## src/rtl/vecwalk_pkg.sv

```systemverilog
package vecwalk_pkg;

    // Phase of the walk: what the next enabled cycle will emit.
    typedef enum logic [2:0] {
        PH_BEGIN = 3'd0,  // opening all-zeros vector
        PH_HOME  = 3'd1,  // arrival at a new home node a
        PH_AWAY  = 3'd2,  // excursion to node b
        PH_BACK  = 3'd3,  // return from b to a
        PH_TOP   = 3'd4,  // visit to the all-ones node
        PH_CLOSE = 3'd5,  // closing all-zeros vector
        PH_DONE  = 3'd6   // walk finished, nothing to emit
    } phase_e;

endpackage

```

## src/rtl/vecwalk_step.sv

```systemverilog
// Pure combinational successor function of the walk.
module vecwalk_step
    import vecwalk_pkg::*;
#(
    parameter int W = 3
) (
    input  phase_e         ph_i,
    input  logic [W-1:0]   a_i,
    input  logic [W-1:0]   b_i,
    output phase_e         ph_o,
    output logic [W-1:0]   a_o,
    output logic [W-1:0]   b_o,
    output logic [W-1:0]   vec_o,
    output logic           emit_o,
    output logic           fin_o
);
    localparam int NODES = 1 << W;
    localparam logic [W-1:0] TOP_NODE = W'(NODES - 1);
    localparam logic [W-1:0] LOW_MAX  = W'(NODES - 2);

    logic [W-1:0] a_inc;
    logic [W-1:0] b_inc;

    assign a_inc = a_i + W'(1);
    assign b_inc = b_i + W'(1);

    always_comb begin
        ph_o   = ph_i;
        a_o    = a_i;
        b_o    = b_i;
        vec_o  = '0;
        emit_o = 1'b1;
        fin_o  = 1'b0;
        unique case (ph_i)
            PH_BEGIN, PH_HOME: begin
                vec_o = (ph_i == PH_BEGIN) ? '0 : a_i;
                if (ph_i == PH_BEGIN) begin
                    a_o = '0;
                end
                if (((ph_i == PH_BEGIN) ? {W{1'b0}} : a_i) != LOW_MAX) begin
                    ph_o = PH_AWAY;
                    b_o  = (ph_i == PH_BEGIN) ? W'(1) : a_inc;
                end else begin
                    ph_o = PH_TOP;
                end
            end
            PH_AWAY: begin
                vec_o = b_i;
                ph_o  = PH_BACK;
            end
            PH_BACK: begin
                vec_o = a_i;
                if (b_i != LOW_MAX) begin
                    b_o  = b_inc;
                    ph_o = PH_AWAY;
                end else begin
                    ph_o = PH_TOP;
                end
            end
            PH_TOP: begin
                vec_o = TOP_NODE;
                if (a_i != LOW_MAX) begin
                    a_o  = a_inc;
                    ph_o = PH_HOME;
                end else begin
                    ph_o = PH_CLOSE;
                end
            end
            PH_CLOSE: begin
                vec_o = '0;
                fin_o = 1'b1;
                ph_o  = PH_DONE;
            end
            default: begin
                emit_o = 1'b0;
                ph_o   = PH_DONE;
            end
        endcase
    end

endmodule

```

## src/rtl/vecwalk_outreg.sv

```systemverilog
// Output stage: holds the vector, pulses valid and last.
module vecwalk_outreg #(
    parameter int W = 3
) (
    input  logic         clk,
    input  logic         rst,
    input  logic         clr,
    input  logic         load,
    input  logic [W-1:0] vec_d,
    input  logic         last_d,
    output logic [W-1:0] vec_q,
    output logic         valid_q,
    output logic         last_q
);
    typedef struct packed {
        logic [W-1:0] vec;
        logic         valid;
        logic         last;
    } out_t;

    out_t o_d, o_q;

    always_comb begin
        o_d       = o_q;
        o_d.valid = 1'b0;
        o_d.last  = 1'b0;
        if (!clr && load) begin
            o_d.vec   = vec_d;
            o_d.valid = 1'b1;
            o_d.last  = last_d;
        end
    end

    always_ff @(posedge clk) begin
        if (rst) begin
            o_q <= '0;
        end else begin
            o_q <= o_d;
        end
    end

    assign vec_q   = o_q.vec;
    assign valid_q = o_q.valid;
    assign last_q  = o_q.last;

    assert_valid_needs_load_R2: assert property (@(posedge clk) disable iff (rst)
        valid_q |-> $past(load) && !$past(clr));

    assert_hold_when_idle_R2: assert property (@(posedge clk) disable iff (rst)
        !load |=> $stable(vec_q));

endmodule

```

## src/rtl/vecwalk_seq.sv

```systemverilog
module vecwalk_seq
    import vecwalk_pkg::*;
#(
    parameter int W = 3
) (
    input  logic         clk,
    input  logic         rst,
    input  logic         restart,
    input  logic         en,
    output logic [W-1:0] vec_o,
    output logic         valid_o,
    output logic         last_o
);
    typedef struct packed {
        phase_e       ph;
        logic [W-1:0] a;
        logic [W-1:0] b;
    } walk_t;

    walk_t        st_d, st_q;
    phase_e       nx_ph;
    logic [W-1:0] nx_a;
    logic [W-1:0] nx_b;
    logic [W-1:0] nx_vec;
    logic         nx_emit;
    logic         nx_fin;

    vecwalk_step #(.W(W)) step_i (
        .ph_i   (st_q.ph),
        .a_i    (st_q.a),
        .b_i    (st_q.b),
        .ph_o   (nx_ph),
        .a_o    (nx_a),
        .b_o    (nx_b),
        .vec_o  (nx_vec),
        .emit_o (nx_emit),
        .fin_o  (nx_fin)
    );

    always_comb begin
        st_d = st_q;
        if (restart) begin
            st_d = '{ph: PH_BEGIN, a: '0, b: '0};
        end else if (en) begin
            st_d = '{ph: nx_ph, a: nx_a, b: nx_b};
        end
    end

    always_ff @(posedge clk) begin
        if (rst) begin
            st_q <= '{ph: PH_BEGIN, a: '0, b: '0};
        end else begin
            st_q <= st_d;
        end
    end

    vecwalk_outreg #(.W(W)) out_i (
        .clk     (clk),
        .rst     (rst),
        .clr     (restart),
        .load    (en && nx_emit),
        .vec_d   (nx_vec),
        .last_d  (nx_fin),
        .vec_q   (vec_o),
        .valid_q (valid_o),
        .last_q  (last_o)
    );

    // Tracking of the previous emitted vector, used only by the assertions.
    logic [W-1:0] prev_q;
    logic         seen_q;

    always_ff @(posedge clk) begin
        if (rst || restart) begin
            prev_q <= '0;
            seen_q <= 1'b0;
        end else if (valid_o) begin
            prev_q <= vec_o;
            seen_q <= 1'b1;
        end
    end

    assert_first_zero_R1: assert property (@(posedge clk) disable iff (rst)
        (valid_o && !seen_q) |-> (vec_o == '0));

    assert_no_repeat_R3: assert property (@(posedge clk) disable iff (rst)
        (valid_o && seen_q) |-> (vec_o != prev_q));

    assert_last_zero_R6: assert property (@(posedge clk) disable iff (rst)
        last_o |-> (valid_o && vec_o == '0));

    assert_idle_after_last_R8: assert property (@(posedge clk) disable iff (rst)
        last_o |=> !valid_o);

    assert_restart_idle_R9: assert property (@(posedge clk) disable iff (rst)
        restart |=> (!valid_o && !last_o));

endmodule

```

## config.mk

```make
export PLATFORM = sky130hd
export DESIGN_NAME = vecwalk_seq
export DESIGN_NICKNAME = d
export VERILOG_FILES = /design/src/rtl/vecwalk_pkg.sv /design/src/rtl/vecwalk_step.sv /design/src/rtl/vecwalk_outreg.sv /design/src/rtl/vecwalk_seq.sv
export SDC_FILE = /design/constraint.sdc
export NUM_CORES = 1
export LEC_CHECK = 0
export BUFFER_PORTS_ARGS = -buffer_cell sky130_fd_sc_hd__buf_2
export CAP_MARGIN = 10
export CORE_UTILIZATION = 60
export DETAILED_ROUTE_END_ITERATION = 10
export PLACE_DENSITY = 0.77
export REMOVE_ABC_BUFFERS = 1
export SLEW_MARGIN = 40
export SYNTH_ARGS = -nofsm -noshare
export SYNTH_HDL_FRONTEND = slang
export SYNTH_HIERARCHICAL = 1
export SYNTH_SLANG_ARGS = --single-unit
```

## constraint.sdc

```tcl
create_clock -name clk -period 4.3 [get_ports clk]
set_clock_uncertainty 0.2 [all_clocks]
set_input_delay 0.86 -clock clk [delete_from_list [all_inputs] [get_ports clk]]
set_output_delay 0.86 -clock clk [all_outputs]
set_load 0.01 [all_outputs]
```

==> flow_summary.toml <==
[setup_path]
worst-path-buf-inv = 1
criticalPathCategory = "reg2out"
path_cells = "buf_2"
timing.rr.start = "st_q[7]"
worstSetupPathDepth = 1
startpoint_type = "flop"
max_stage_delay_ns = 0.33
required_ns = 3.24
cp_top_family = "flip-flops"
r2r_end = "st_q[1]"
end_kind = "output pin"
r2r_cells = 6
ff2ff_setup_slack_ns = 2.51
crit_arrival_ns = 0.73
crit_fanout = 2
cp_slowest_cell = "dfxtp_1"

[pwr]
p_sw_mw = 0.0532
seqPwrFrac = 0.547
peakVddDrop_uv = 229
finalPower_mw = 0.244
combPwrFrac = 0.081
p_clk_frac = 0.373
p_sw_frac = 0.218
p_leak_nw = 0.396
powerDensity_mw_per_mm2 = 254
internal-power_mw = 0.191

[global_routing]
antenna_found_initial = 0
grt_max_degree = 16
grt_pass1_wl_um = 2730
grt_pass1_vias = 629
track_usage = 0.256
overflow = 0

[synthesis]
ys_seq_area_frac = 0.307
synth_seq_cells = 14
syn_area_um2 = 912
syn-instance-count = 108
yosys_warnings = 6
synth_cell_types = 35
avgSynthCellArea_um2 = 8.45

[routing]
vias_per_cell = 5.98
vias = 772
postRouteAntennaNets = 0
firstDrtPassIters = 4
drc_errors = 0
routedWlPerCell_um = 13.9
drt-total-wl_um = 1790
drt-initial-drc-count = 14

[floorplan]
start_util = 0.676
core_area_mm2 = 0.00135
die_x_um = 41.0
ios = 9
die_y_um = 41.0
std_cell_rows = 13
dieArea_mm2 = 0.00168

[flow_run]
drv_cap = 0

[cts]
cts-root-buf = "clkbuf_4"
cts_resized = 0
clock_path_buffers = 2
clk_pin_slew_ns = 0.08
ctsHtreeMaxLevel = 1
worstSkewPairLatency_ns = 0.28
ctsHoldBuffers = 0
clock_sinks = 14
cts_setup_buffers = 0
cts_tree = "done"
cts_buffers = 3

[final_layout]
antenna_cells = 0
syn_to_final_growth_pct = 5.21
multi_input_area_um2 = 573
layout.nets = 123
nFillCells = 113
seqCellArea_um2 = 280
drive_gt1_frac = 0.140

[sta]
finalHoldViolations = 0
setup_tns_ns = 0
worst_pin_slew_ns = 0.492
relSlewSlack = 0.672
min_period_over_period = 0.417
min_period_ns = 1.79
rsz0062_at_grt = "false"
slew_viol_final = 0
setup_viol = 0
clock.fmax_mhz = 557

[status]
status = "finished clean"

[hold_path]
hold_path_depth = 2
min_from = "out_i/vec_q[1]"
min_to = "out_i/vec_q[1]"
hp-class = "reg2reg"

[place]
io_buffers = 8
globalplace.congestion = 0.880
dp_hpwl_um = 1260
==> synth_stat cells <==
cell type / number / area (um^2)
and3_1: 1 / 6.26
mux2i_1: 9 / 90.1
buf_2: 2 / 10.0
a22o_1: 2 / 17.5
o22ai_1: 1 / 6.26
a21boi_0: 1 / 7.51
a31oi_1: 1 / 6.26
buf_6: 2 / 22.5
dfxtp_1: 14 / 280
nand2_1: 9 / 33.8
buf_4: 2 / 15.0
or2_0: 1 / 6.26
ha_1: 4 / 50.1
a22o_2: 1 / 10.0
or2_2: 1 / 6.26
nor2_1: 12 / 45.0
xnor2_1: 2 / 17.5
a31o_1: 1 / 8.76
nor2b_2: 1 / 8.76
inv_1: 3 / 11.3
and2_1: 2 / 12.5
nand4b_1: 1 / 8.76
o21ai_0: 7 / 35.0
nand2b_1: 3 / 18.8
nor3b_2: 1 / 12.5
o221ai_1: 1 / 8.76
o211ai_1: 2 / 15.0
a22oi_1: 3 / 22.5
a211o_1: 1 / 8.76
o21ai_1: 5 / 25.0
nand4bb_1: 3 / 33.8
and3b_1: 1 / 8.76
and2b_1: 1 / 7.51
a21oi_1: 4 / 20.0
nand3_1: 3 / 15.0
==> cell usage in the layout (no fill, tap or decap), drive strengths merged, types with 2 or more instances in the layout <==
cell type,instances
nor2,12
a22o,3
clkbuf,4
a21oi,4
nand4bb,3
inv,3
a22oi,3
or2,2
o211ai,2
buf,8
o21ai,12
nand2b,3
mux2i,9
dfxtp,14
and2,2
ha,4
xnor2,2
nand3,3
nand2,9
==> metal layers <==
layer	share of wire	wire [um]	track usage
met5	0	0	0
met4	0.0078	14	0.100
met3	0.036	65	0.0815
met2	0.45	813	0.391
met1	0.50	898	0.329
==> worst max path at each step <==
stage                    from              to  slack [ns]
2_1_floorplan              en    out_i/last_q        2.69
3_3_place_gp               en  out_i/vec_q[0]        2.36
3_5_place_dp               en  out_i/vec_q[1]        2.32
4_1_cts        out_i/vec_q[2]        vec_o[2]        2.49
5_1_grt               st_q[3]         st_q[4]        2.31
6_report       out_i/vec_q[2]        vec_o[2]        2.51
==> kinds of logic after synthesis <==
| kind of cell | synth area share |
|---|---|
| AND/OR/NAND/NOR | 0.246 |
| AO/OA/AOI/OAI | 0.210 |
| flip-flops | 0.307 |
| buffers and inverters | 0.0645 |
| multiplexers | 0.0988 |
| adder cells (fa/ha/maj) | 0.0549 |
| XOR/XNOR | 0.0192 |
==> area by class of cell <==
type | instances | share of cell area
multi-input cells | 85 | 0.597
flip-flops and latches | 14 | 0.292
repair buffers | 8 | 0.0417
clock buffers | 4 | 0.0378
well taps | 15 | 0.0196
inverters | 3 | 0.0117
==> stage by stage <==
step	util	cell area [um^2]	std cells	setup WS (ns)	hold slack, ns
2_1_floorplan	-	865	102	2.69	0.286
3_3_place_gp	0.684	923	125	2.36	0.249
3_5_place_dp	0.684	923	125	2.32	0.257
4_1_cts	0.711	960	129	2.49	0.268
5_1_grt	0.711	960	129	2.31	0.303
6_report	0.711	960	129	2.51	0.265
==> state kept, by name, indices dropped and copies added (netlist names) <==
| register | cells |
|---|---|
| st_q | 9 |
| out_i/vec_q | 3 |
| out_i/last_q | 1 |
| out_i/valid_q | 1 |
==> worst reg2reg max path, stage by stage (launching register included) <==
cell and delay, ns:
dfxtp_1 0.53, inv_1 0.20, a31o_1 0.28, o21ai_1 0.13, o221ai_1 0.12, mux2i_1 0.15
nor2_1 0.05
==> power by group through the flow <==
| stage | Sequential, mW | Combinational, mW | Clock (mW) |
|---|---|---|---|
| 2_1_floorplan | 0.136 | 0.0121 | 0 |
| 3_3_place_gp | 0.137 | 0.0188 | 0 |
| 3_5_place_dp | 0.137 | 0.0192 | 0 |
| 4_1_cts | 0.133 | 0.0194 | 0.0942 |
| 5_1_grt | 0.134 | 0.0211 | 0.0981 |
| 6_report | 0.133 | 0.0197 | 0.0909 |
No activity file was read; power rests on OpenSTA's default activity.
